===== config.mk =====
export PLATFORM = sky130hd
export DESIGN_NAME = bbs_switchover
export DESIGN_NICKNAME = d
export VERILOG_FILES = /design/src/rtl/bbs_pkg.sv /design/src/rtl/bbs_rail_fsm.sv /design/src/rtl/bbs_out_gate.sv /design/src/rtl/bbs_switchover.sv
export SDC_FILE = /design/constraint.sdc
export NUM_CORES = 1
export LEC_CHECK = 0
export ABC_AREA = 0
export BUFFER_PORTS_ARGS = -buffer_cell sky130_fd_sc_hd__clkbuf_2
export CELL_PAD_IN_SITES_DETAIL_PLACEMENT = 1
export CELL_PAD_IN_SITES_GLOBAL_PLACEMENT = 2
export CORE_MARGIN = 1
export CORE_UTILIZATION = 24
export DETAILED_ROUTE_END_ITERATION = 10
export GPL_TIMING_DRIVEN = 0
export PLACE_DENSITY = 0.66
export RECOVER_POWER = 25
export SYNTH_ARGS = -nofsm -noshare
export SYNTH_HDL_FRONTEND = slang
export SYNTH_SLANG_ARGS = --single-unit

===== constraint.sdc =====
create_clock -name clk -period 1.6 [get_ports clk]
set_input_delay 0.08 -clock clk [delete_from_list [all_inputs] [get_ports clk]]
set_output_delay 0.08 -clock clk [all_outputs]
set_load 0.02 [all_outputs]

===== src/rtl/bbs_pkg.sv =====
package bbs_pkg;
    typedef enum logic [1:0] {
        RAIL_BATT    = 2'd0,
        RAIL_TO_MAIN = 2'd1,
        RAIL_MAIN    = 2'd2,
        RAIL_TO_BATT = 2'd3
    } rail_state_e;
endpackage


===== src/rtl/bbs_rail_fsm.sv =====
module bbs_rail_fsm #(
    parameter int GAP_CYCLES = 1
) (
    input  logic clk,
    input  logic rst_n,
    input  logic gt_batt_i,
    input  logic gt_thr_i,
    output logic sel_main_o,
    output logic sel_batt_o,
    output logic backup_o,
    output logic backup_next_o
);
    import bbs_pkg::*;

    localparam int CW = (GAP_CYCLES < 2) ? 1 : $clog2(GAP_CYCLES + 1);
    localparam logic [CW-1:0] GAP_LOAD = CW'(GAP_CYCLES - 1);

    typedef struct packed {
        rail_state_e   st;
        logic [CW-1:0] cnt;
        logic          sel_main;
        logic          sel_batt;
        logic          backup;
    } fsm_t;

    fsm_t st_d, st_q;

    always_comb begin
        st_d = st_q;
        case (st_q.st)
            RAIL_BATT: begin
                if (gt_batt_i && gt_thr_i) begin
                    st_d.st  = RAIL_TO_MAIN;
                    st_d.cnt = GAP_LOAD;
                end
            end
            RAIL_TO_MAIN: begin
                if (st_q.cnt == '0) st_d.st = RAIL_MAIN;
                else                st_d.cnt = st_q.cnt - 1'b1;
            end
            RAIL_MAIN: begin
                if (!gt_batt_i && !gt_thr_i) begin
                    st_d.st  = RAIL_TO_BATT;
                    st_d.cnt = GAP_LOAD;
                end
            end
            default: begin
                if (st_q.cnt == '0) st_d.st = RAIL_BATT;
                else                st_d.cnt = st_q.cnt - 1'b1;
            end
        endcase
        st_d.sel_main = (st_d.st == RAIL_MAIN);
        st_d.sel_batt = (st_d.st == RAIL_BATT);
        st_d.backup   = (st_d.st == RAIL_BATT) || (st_d.st == RAIL_TO_BATT);
    end

    always_ff @(posedge clk or negedge rst_n) begin
        if (!rst_n) begin
            st_q.st       <= RAIL_BATT;
            st_q.cnt      <= '0;
            st_q.sel_main <= 1'b0;
            st_q.sel_batt <= 1'b1;
            st_q.backup   <= 1'b1;
        end else begin
            st_q <= st_d;
        end
    end

    assign sel_main_o    = st_q.sel_main;
    assign sel_batt_o    = st_q.sel_batt;
    assign backup_o      = st_q.backup;
    assign backup_next_o = st_d.backup;
endmodule


===== src/rtl/bbs_out_gate.sv =====
module bbs_out_gate #(
    parameter int CFG_W = 2
) (
    input  logic             clk,
    input  logic             rst_n,
    input  logic             backup_next_i,
    input  logic             margin_i,
    input  logic             pf_above_i,
    input  logic [CFG_W-1:0] cfg_i,
    input  logic             kick_i,
    output logic             power_ok_o,
    output logic [CFG_W-1:0] cfg_o,
    output logic             kick_o
);
    typedef struct packed {
        logic             pf_ok;
        logic [CFG_W-1:0] cfg;
        logic             kick;
    } gate_t;

    gate_t g_d, g_q;

    always_comb begin
        g_d = g_q;
        if (backup_next_i) begin
            g_d.pf_ok = margin_i & pf_above_i;
        end else begin
            g_d.pf_ok = pf_above_i;
            g_d.cfg   = cfg_i;
            g_d.kick  = kick_i;
        end
    end

    always_ff @(posedge clk or negedge rst_n) begin
        if (!rst_n) begin
            g_q.pf_ok <= 1'b0;
            g_q.cfg   <= '1;
            g_q.kick  <= 1'b0;
        end else begin
            g_q <= g_d;
        end
    end

    assign power_ok_o = g_q.pf_ok;
    assign cfg_o      = g_q.cfg;
    assign kick_o     = g_q.kick;
endmodule


===== src/rtl/bbs_switchover.sv =====
module bbs_switchover #(
    parameter int GAP_CYCLES = 1,
    parameter int CFG_W      = 2
) (
    input  logic             clk,
    input  logic             rst_n,
    input  logic             main_gt_batt_i,
    input  logic             main_gt_thr_i,
    input  logic             main_gt_margin_i,
    input  logic             pf_above_ref_i,
    input  logic [CFG_W-1:0] clk_cfg_i,
    input  logic             wdog_kick_i,
    output logic             rail_main_sel_o,
    output logic             rail_batt_sel_o,
    output logic             backup_active_o,
    output logic             power_ok_o,
    output logic [CFG_W-1:0] clk_cfg_o,
    output logic             wdog_kick_o
);
    logic backup_next;

    bbs_rail_fsm #(.GAP_CYCLES(GAP_CYCLES)) fsm_i (
        .clk           (clk),
        .rst_n         (rst_n),
        .gt_batt_i     (main_gt_batt_i),
        .gt_thr_i      (main_gt_thr_i),
        .sel_main_o    (rail_main_sel_o),
        .sel_batt_o    (rail_batt_sel_o),
        .backup_o      (backup_active_o),
        .backup_next_o (backup_next)
    );

    bbs_out_gate #(.CFG_W(CFG_W)) gate_i (
        .clk           (clk),
        .rst_n         (rst_n),
        .backup_next_i (backup_next),
        .margin_i      (main_gt_margin_i),
        .pf_above_i    (pf_above_ref_i),
        .cfg_i         (clk_cfg_i),
        .kick_i        (wdog_kick_i),
        .power_ok_o    (power_ok_o),
        .cfg_o         (clk_cfg_o),
        .kick_o        (wdog_kick_o)
    );
endmodule


; Word level (Yosys, flattened, before mapping)
; Cells that the tools add are included.
; W data, S select, Z words.
[op_classes]
addsub = 1
n_eq_ne = 6
mux = 7
n_bitwise = 1
reduce_logical = 8
[op_table]
columns = cell, count
row1 = $pmux W3 S3, 1
row2 = $eq A2 B2 Y1 const B, 3
row3 = $mux W3, 2
row4 = $logic_not A2 Y1, 2
row5 = $mux W2, 2
row6 = $ne A2 B1 Y1 const B, 2
row7 = $eq A2 B1 Y1 const B, 1
row8 = $logic_and A1 B1 Y1, 2
row9 = $logic_not A1 Y1, 2
row10 = $mux W1, 2
row11 = $reduce_and A2 Y1, 1
row12 = $and A1 B1 Y1, 1
row13 = $logic_or A1 B1 Y1, 1
row14 = $sub A1 B1 Y1 const B, 1
[totals]
ff_bits = 10
input_bits = 9
output_inout_bits = 7
wordCells = 31

; Depth between registers and ports, before layout
; Gate-level depths: netlist of run 1.
[logic_depth]
depth_word = 7
mapped_depth = 6
depth_no_buf = 6

; Cells and area by module
; Synthesis of run 1 repeated with hierarchy kept, for this count alone.
[hier_totals]
hier_cells = 31
hier_area_um2 = 407.9
[modules_own_cells]
columns = mod, n_inst, cells_per_inst, area_per_inst_um2, seq_area_each_um2
row1 = bbs_rail_fsm, 1, 22, 260.2, 127.6
row2 = bbs_out_gate, 1, 9, 147.6, 102.6

; Worst setup path after synthesis of run 1
; No wires, ideal clock.
[synth_path]
path_kind = flip-flop to flip-flop
from = register fsm_i.st_q[4] in the netlist's numbering
to = register gate_i.g_q (netlist bit gate_i.kick_o)
setup_ps = 125
arrival_time_ps = 1602
required_time_ps = 1475
slack_ps = -127
stages_incl_launch_ff = 7
path_buffers = 0
path_cell_list = dfrtp_1 > inv_1 > ha_1 > nand3_1 > a31o_1 > ha_1 > mux2_2
[synth_via]
elab_chain_cells = 4
elab_cells_between_ends = 11
cone_classes = 3 x eq/ne / 5 x mux / 3 x reduce/logical
[synth_lines]
columns = element, line
row1 = from (decl), bbs_rail_fsm.sv:26  ; fsm_t st_d, st_q;
row2 = from (signal assigned), bbs_rail_fsm.sv:65  ; st_q <= st_d;
row3 = "$eq A2 B2 Y1, or another cell as far along", bbs_rail_fsm.sv:30  ; case (st_q.st)
row4 = $pmux W3 S3 (*), bbs_rail_fsm.sv:30
row5 = $eq A2 B2 Y1 or $logic_not A2 Y1 (tied branches), bbs_rail_fsm.sv:54  ; st_d.backup = (st_d.st == RAIL_BATT) || (st_d.st == RAIL_TO_BATT);
row6 = $logic_or A1 B1 Y1 (*), bbs_rail_fsm.sv:54
row7 = net backup_next, bbs_switchover.sv:20  ; logic backup_next;
row8 = to (signal assigned), bbs_out_gate.sv:40  ; g_q <= g_d;
row9 = to (decl), bbs_out_gate.sv:21  ; gate_t g_d, g_q;
; Mark *: on every way through the listed nets, which the timed path passes. The rest lies on a longest branch. The select of a mux whose other input is x is not followed.
; A chain may end at the register's enable or synchronous reset.

==> results of run 1 <==
==> synthesized netlist by cell type <==
master | n | area (um2)
dfstp_2 | 4 | 105
inv_1 | 3 | 11.3
a21boi_0 | 1 | 7.51
a31oi_1 | 2 | 12.5
or2_1 | 1 | 6.26
a31o_1 | 1 | 8.76
nor2_1 | 2 | 7.51
nand3_1 | 1 | 5.00
nand2_1 | 2 | 7.51
o21ai_0 | 1 | 5.00
dfrtp_1 | 5 | 125
ha_1 | 5 | 62.6
mux2_2 | 3 | 33.8
==> metal layers <==
metal  global-route usage [%]  routed length [um]
met3                     8.09                  56
met4                     5.63                  10
met1                     10.8                 352
met5                        0                   0
met2                     23.9                 688
==> critical path: cells and delay by family, from the launching register on <==
kind            cells  cell delay (ns)
compound gates      1             0.19
buf+inv             1             0.08
fa+ha+maj           2             0.52
flops               1             0.45
mux                 1             0.30
simple gates        1             0.09
==> flip-flops by register name (all words and copies together) (netlist names) <==
name,count
fsm_i.st_q,2
fsm_i.backup_o,1
fsm_i.sel_batt_o,1
gate_i.cfg_o,2
gate_i.power_ok_o,1
gate_i.kick_o,1
fsm_i.sel_main_o,1
==> cells by family after synthesis <==
kind of cell,Yosys count,synth area share [%]
mux,3,8.49
compound gates,5,8.49
flops,9,57.9
fa+ha+maj,5,15.7
buf+inv,3,2.83
simple gates,6,6.60
==> what timing repair did <==
item / in CTS / in global routing
gates resized for setup: 1 / 11
setup endpoints to repair: 4 / 4
endpoints found under the hold margin: 9 / 0
pin swaps: 0 / 2
hold buffers: 1 / 0
cloned: 0 / 0
buffers inserted: 1 / 5
==> power by group <==
group	internal (uW)	switching, uW
Combinational	619	528
Clock	96.5	86.1
Sequential	395	70.1
==> layout by cell type (no fill, tap or decap), drive strengths merged <==
master,instances
or2,1
o21ai,1
mux2,3
buf,6
nand2,2
nand3,1
a31o,1
dfrtp,5
inv,3
dfstp,4
clkbuf,19
a21boi,1
nor2,2
ha,5
a31oi,2
dlygate4sd3,1
==> worst min-delay path by stage <==
stage / start / endpoint / slack (ns)
after floorplan: rst_n / fsm_i.sel_main_o / -0.22
after global placement: rst_n / fsm_i.sel_main_o / -0.06
after detailed placement: rst_n / fsm_i.sel_main_o / -0.04
after CTS: wdog_kick_i / gate_i.kick_o / 0.03
after global routing: wdog_kick_i / gate_i.kick_o / 0.04
final: wdog_kick_i / gate_i.kick_o / 0.04
==> per-stage QoR <==
step                      cell area [um2]  instances  hold slack (ns)
after floorplan                       432         31           -0.216
after global placement                527         62          -0.0607
after detailed placement              527         62          -0.0445
after CTS                             573         68           0.0328
after global routing                  662         73           0.0364
final                                 662         73           0.0372
==> final cells by class <==
class                   instances  share of cell area [%]
inverters                       3                    1.70
repair buffers                 22                    19.5
multi-input cells              19                    36.9
flip-flops and latches          9                    35.0
well taps                      16                    3.02
clock buffers                   4                    3.97
==> flow_summary.yaml, run 1 <==
route:
  postRouteAntennaNets: 0
  dr.pass1.iters: 2
  drtIter0Drc: 3
  avgRoutedWirePerCell_um: 15.2
  drc: 0
  vias: 343
  vias_per_cell: 4.70
  wl_um: 1110
synth:
  syn_area_um2: 398
  syn_avg_cell_area_um2: 12.8
  synthesis.instances: 31
  synth.net_count: 45
  ys_ff_latch: 9
  yosys_warnings: 0
  ys_seq_area_share_pct: 57.9
  synth_cell_types: 13
grt:
  grt.total_usage_pct: 13.1
  grt_max_degree: 10
  grt_first_pass_wirelength_um: 1590
  grt_pass1_vias: 348
  grt.overflow.total: 0
  antenna_found_initial: 0
die:
  core-area_um2: 1520
  design.die.area_um2: 1820
  io_pins: 16
  die_h_um: 42.7
  start_util_pct: 26.1
  row_count: 14
  die_w_um: 42.7
power:
  p_leak_uw: 0.000309
  power_density_nw_per_um2: 2710
  peakVddDrop_mv: 1.11
  p_total_uw: 1790
job:
  max-cap-violations: 0
placed_design:
  pre_cts_ws_ns: -0.138
  gp_congestion: 0.668
  portBuffers: 15
  hpwl_um: 747
final_layout:
  ff_latch_area_um2: 231
  nets: 72
  layout-drive-gt1-share_pct: 75.4
  area_growth_pct: 66.4
  antenna_cells: 0
  fill_cells: 175
  multi_input_area_um2: 244
  utilization_pct: 43.4
worst_setup_path:
  worstSetupPathType: "reg2reg"
  worstReg2RegStart: "fsm_i.st_q[5]"
  path_cells: "inv_2, ha_4, a31oi_2, nor2_2, ha_4, mux2_4"
  crit_top_cell: "ha_4"
  endpoint: "gate_i.kick_o"
  rrSetupSlack_ns: -0.13
  crit_start: "fsm_i.st_q[5]"
  crit_fanout: 5
  cp.required_ns: 1.76
  start_kind: "register"
  rr_worst_depth: 6
  endpoint_kind: "register"
  max_stage_delay_ns: 0.45
  crit_arrival_ns: 1.88
  slowest_stage: "dfrtp_2"
  r2r_end: "gate_i.kick_o"
timing:
  fin_skew_ns: 0.00646
  slew_violations: 0
  setup_viol: 3
  fin_tns_setup_ns: -0.327
  hold_viol: 0
  min_period_over_period_pct: 108
  min_period_ns: 1.73
  slew_headroom_pct: 66.2
  tightest_slew_ns: 0.507
  postLayoutSetupSlackWorst_ns: -0.126
  max_freq_mhz: 580
  rsz0062_at_grt: "true"
cts:
  htree_levels: 1
  path_clk_slew_ns: 0.07
  cts_tree: "yes"
  insertion_delay_ns: 0.27
  clockBufferDepth: 2
  cts-root-buf: "clkbuf_4"
  clock_sinks: 9
  numCtsBuffers: 3
outcome:
  violations: "negative setup slack"
  outcome: "finished with violations"
worst_hold_path:
  min_path_type: "in2reg"
  hold_depth: 2
Power figures use the tool's default switching activity.
==> inputs of run 2 (changes only) <==
- CAP_MARGIN: default -> 10
- RECOVER_POWER: 25 -> default
==> run 2 against run 1 <==
  * The run still ends with negative setup slack left
  * Critical path depth did not move
  * Utilization rose by 0.082 points
  * Sequential cell count did not move
  * Sequential share of layout area fell by 0.066 points
  * Total power barely moved
  * Non-clock buffer count did not move
  * Hold slack did not move
  * Clock power barely moved
  * Cell count did not move
  * Die area did not move
==> flow_summary.yaml, run 2 (synthesis gave the netlist of run 1 again) <==
outcome:
  outcome: "finished with violations"
  violations: "negative setup slack"
final_layout:
  mostFrequentLayoutCells: "15 x clkbuf_2, 6 x buf_4, 4 x dfstp_2, 4 x dfrtp_1"
  fill_cells: 174
  final_common_cell: "clkbuf_2"
  area_growth_pct: 66.7
  nets: 72
  antenna_cells: 0
  multi_input_area_um2: 244
  utilization_pct: 43.5
  layout-drive-gt1-share_pct: 77.2
  final_cells: 73
  ff_latch_area_um2: 231
placed_design:
  hpwl_um: 747
  pre_cts_ws_ns: -0.138
  portBuffers: 15
  gp_congestion: 0.668
  placedCellCount: 62
timing:
  min_period_over_period_pct: 108
  postLayoutSetupSlackWorst_ns: -0.126
  max_freq_mhz: 580
  hold_viol: 0
  fin_skew_ns: 0.00646
  min_period_ns: 1.73
  slew_violations: 0
  setup_viol: 3
  timing.hold.ws_ns: 0.0372
  slew_headroom_pct: 84.1
  tightest_slew_ns: 0.238
  rsz0062_at_grt: "true"
power:
  peakVddDrop_mv: 1.11
  p_seq_share_pct: 25.9
  power_density_nw_per_um2: 2710
  p_leak_uw: 0.000312
  swShare_pct: 38.1
  p_int_uw: 1110
  p_clk_share_pct: 10.2
  switching_power_uw: 685
  pwr-share-comb_pct: 63.9
cts:
  path_clk_slew_ns: 0.07
  clock_sinks: 9
  cts_tree: "yes"
  numCtsBuffers: 3
  cts-root-buf: "clkbuf_4"
  clockBufferDepth: 2
  htree_levels: 1
  insertion_delay_ns: 0.27
job:
  max-cap-violations: 0
worst_setup_path:
  worstReg2RegStart: "fsm_i.st_q[5]"
  rr_worst_depth: 6
  max_stage_delay_ns: 0.45
  crit_top_cell: "ha_4"
  endpoint_kind: "register"
  crit_fanout: 5
  path_cells: "inv_2, ha_4, a31oi_2, nor2_2, ha_4, mux2_4"
  crit_arrival_ns: 1.88
  worstSetupPathType: "reg2reg"
  rrSetupSlack_ns: -0.13
  slowest_stage: "dfrtp_2"
  start_kind: "register"
  r2r_end: "gate_i.kick_o"
  cp.required_ns: 1.76
grt:
  grt_max_degree: 10
  grt.total_usage_pct: 13.1
  grt_pass1_vias: 348
  grt_first_pass_wirelength_um: 1590
  grt.overflow.total: 0
  antenna_found_initial: 0
worst_hold_path:
  hold_end: "gate_i.kick_o"
  hold_depth: 2
  hp-start: "wdog_kick_i"
  min_path_type: "in2reg"
die:
  die_w_um: 42.7
  start_util_pct: 26.1
  die_h_um: 42.7
  row_count: 14
  io_pins: 16
  design.die.area_um2: 1820
  core-area_um2: 1520
route:
  drtIter0Drc: 3
  postRouteAntennaNets: 0
  vias: 343
  vias_per_cell: 4.70
  wl_um: 1110
  avgRoutedWirePerCell_um: 15.2
  drc: 0
  dr.pass1.iters: 2
-- run 2: cell counts in the layout (fill, tap and decap cells not counted) --
Identical to the previous run, type by type.
-- run 2: worst max-delay path, delay by kind of cell, from the launching register on --
kind                     cells  cell delay (ns)
adder cells (fa/ha/maj)      2             0.52
flip-flops                   1             0.45
multiplexers                 1             0.30
AO/OA/AOI/OAI                1             0.19
AND/OR/NAND/NOR              1             0.09
buffers and inverters        1             0.08
-- run 2: power by group through the flow --
stage	Sequential [uW]	Clock, uW	Combinational, uW
3_5_place_dp	462	0	832
5_1_grt	478	202	1220
4_1_cts	458	191	867
3_3_place_gp	451	0	765
6_report	465	183	1150
2_1_floorplan	565	0	483
-- run 2: through the flow --
step	setup TNS (ns)	power, uW	instance area, um2
2_1_floorplan	-0.0225	1050	432
3_3_place_gp	-0.369	1220	527
3_5_place_dp	-0.406	1290	527
4_1_cts	-0.437	1520	573
5_1_grt	-0.497	1900	663
6_report	-0.327	1790	663
-- run 2: what timing repair did --
action	in CTS	in global routing
buffers inserted	1	5
hold buffers	1	0
pin swaps	0	2
hold endpoints to repair	9	0
gates resized for setup	1	11
endpoints found under the setup margin	4	4
-- run 2: worst max path at each step --
stage	startpoint	endpoint	slack [ns]	depth (start not counted)
after CTS	fsm_i.st_q[4]	gate_i.cfg_o[1]	-0.15	6
final	fsm_i.st_q[5]	gate_i.kick_o	-0.13	6
after global routing	fsm_i.st_q[4]	gate_i.kick_o	-0.17	6
after global placement	fsm_i.st_q[5]	gate_i.kick_o	-0.13	6
after detailed placement	fsm_i.st_q[5]	gate_i.cfg_o[1]	-0.14	6
after floorplan	fsm_i.st_q[4]	gate_i.kick_o	-0.01	6
-- run 2: layout make-up --
class,instances,share of cell area [%]
timing repair buffer,22,19.6
sequential,9,34.9
clock buffer,4,3.96
tap,16,3.02
inverter,3,1.70
multi-input combinational,19,36.8
-- run 2: per-layer routing --
metal	vias up	global-route usage [%]	part of all wire, %
met3	2	8.09	5.0
li1	159	-	-
met2	11	23.9	62
met5	-	0	0
met1	171	10.8	32
met4	0	5.63	0.90
==> inputs of run 3 (changes only) <==
--- a/config.mk
+++ b/config.mk
@@ -15,2 +15,3 @@
 export DETAILED_ROUTE_END_ITERATION = 10
+export GPL_ROUTABILITY_DRIVEN = 0
 export GPL_TIMING_DRIVEN = 0
==> constraint.sdc (replaced) <==
create_clock -name clk -period 1.6 [get_ports clk]
set_input_delay 0 -clock clk [delete_from_list [all_inputs] [get_ports clk]]
set_output_delay 0 -clock clk [all_outputs]
set_load 0.02 [all_outputs]
==> run 3 against run 2 <==
  * The run still ends with negative setup slack left
  * Die area did not move
  * Setup slack got worse by 0.014 ns
  * Global-route usage rose by 0.71 points
  * Clock skew fell by 0.0013 ns
  * Sequential share of layout area fell by 3.7 points
  * Total power rose by 6.9%
  * Fmax fell by 0.80%
  * Critical path depth rose by 1
==> flow_summary.yaml, run 3 (synthesis gave the netlist of run 1 again) <==
route:
  postRouteAntennaNets: 0
  vias_per_cell: 4.64
  drc: 0
  dr.pass1.iters: 2
  drtIter0Drc: 4
  vias: 371
  wl_um: 1230
  avgRoutedWirePerCell_um: 15.4
outcome:
  outcome: "finished with violations"
  violations: "negative setup slack"
die:
  io_pins: 16
  die_h_um: 42.7
  die_w_um: 42.7
  core-area_um2: 1520
  row_count: 14
  start_util_pct: 26.1
  design.die.area_um2: 1820
power:
  p_total_uw: 1920
  p_seq_share_pct: 24.0
  swShare_pct: 38.3
  switching_power_uw: 735
  p_clk_share_pct: 9.6
  p_int_uw: 1180
  power_density_nw_per_um2: 2590
  pwr-share-comb_pct: 66.5
  p_leak_uw: 0.000345
  peakVddDrop_mv: 1.19
cts:
  cts-root-buf: "clkbuf_4"
  clock_sinks: 9
  numCtsBuffers: 3
  htree_levels: 1
  insertion_delay_ns: 0.27
  cts_tree: "yes"
  clockBufferDepth: 2
  path_clk_slew_ns: 0.07
placed_design:
  portBuffers: 15
  dpl-instance-area_um2: 527
  hpwl_um: 747
  pre_cts_ws_ns: -0.138
final_layout:
  final_common_cell: "clkbuf_2"
  nets: 79
  area_growth_pct: 86.5
  layout-drive-gt1-share_pct: 71.9
  antenna_cells: 0
  utilization_pct: 48.7
  mostFrequentLayoutCells: "15 x clkbuf_2, 8 x buf_4, 6 x dlygate4sd3_1"
  final_area_um2: 742
worst_setup_path:
  endpoint_kind: "register"
  start_kind: "register"
  crit_arrival_ns: 1.90
  worstSetupPathType: "reg2reg"
  crit_fanout: 5
  cp.required_ns: 1.76
timing:
  postLayoutSetupSlackWorst_ns: -0.139
  slew_violations: 0
  min_period_ns: 1.74
  max_freq_mhz: 575
  fin_skew_ns: 0.00519
  slew_headroom_pct: 83.6
  min_period_over_period_pct: 109
  rsz0062_at_grt: "true"
  setup_viol: 3
  tightest_slew_ns: 0.246
  hold_viol: 0
worst_hold_path:
  min_path_type: "in2reg"
grt:
  grt.overflow.total: 0
  antenna_found_initial: 0
  grt_pass1_vias: 371
  grt.total_usage_pct: 13.8
  grt_max_degree: 10
  grt_first_pass_wirelength_um: 1680
job:
  max-cap-violations: 0
==> run 3: cell types whose count changed in the layout (fill, tap and decap cells not counted), sizes merged <==
cell         before  now
dlygate4sd3       1    6
buf               6    8
==> run 3: per-stage QoR <==
stage | std cells | hold slack (ns) | TNS, ns
6_report | 80 | 0.0555 | -0.366
5_1_grt | 80 | 0.0770 | -0.534
4_1_cts | 73 | 0.0331 | -0.437
3_5_place_dp | 62 | -0.124 | -0.406
3_3_place_gp | 62 | -0.141 | -0.369
2_1_floorplan | 31 | -0.296 | -0.0225
==> run 3: layout make-up <==
type / instances / area (um2)
multi-input combinational: 19 / 258
timing repair buffer: 29 / 195
fill: 164 / 782
clock buffer: 4 / 26.3
tap: 16 / 20.0
inverter: 3 / 11.3
sequential: 9 / 231
==> run 3: worst max-delay path, stage by stage (launching register included) <==
cell and delay, ns:
dfrtp_1 0.37, inv_2 0.08, ha_4 0.18, buf_4 0.14
a31oi_4 0.18, nor2_4 0.08, ha_4 0.31, mux2_4 0.30
==> run 3: worst paths after layout <==
kind / start / endpoint / slack (ns) / depth (start not counted)
max in group asynchronous: rst_n / gate_i.cfg_o[0] / 1.21 / 2
hold / removal: main_gt_batt_i / fsm_i.st_q[4] / 0.06 / 3
min in group asynchronous: rst_n / fsm_i.sel_main_o / 0.12 / 2
setup reg to reg: fsm_i.st_q[4] / gate_i.kick_o / -0.14 / 7
setup / recovery: fsm_i.st_q[4] / gate_i.kick_o / -0.14 / 7
hold reg to reg: gate_i.kick_o / gate_i.kick_o / 0.52 / 1
==> run 3: what timing repair did <==
item                                   in CTS  in global routing
hold buffers                                6                  0
gates cloned                                0                  0
pin swaps                                   0                  3
setup buffers                               1                  7
gates resized for setup                     1                 13
endpoints found under the hold margin      13                  0
setup endpoints to repair                   4                  4
==> run 3: per-layer routing <==
metal | part of all wire, % | vias up | global-route usage [%]
li1 | - | 171 | -
met1 | 32 | 187 | 10.8
met3 | 4.2 | 2 | 8.09
met5 | 0 | - | 0
met2 | 63 | 11 | 26.4
met4 | 0.81 | 0 | 5.63
==> run 3: power groups by stage <==
stage	clock [uW]	combinational, uW	sequential, uW
6_report	184	1280	460
5_1_grt	208	1350	470
4_1_cts	191	876	458
3_5_place_dp	0	832	462
3_3_place_gp	0	765	451
2_1_floorplan	0	483	565
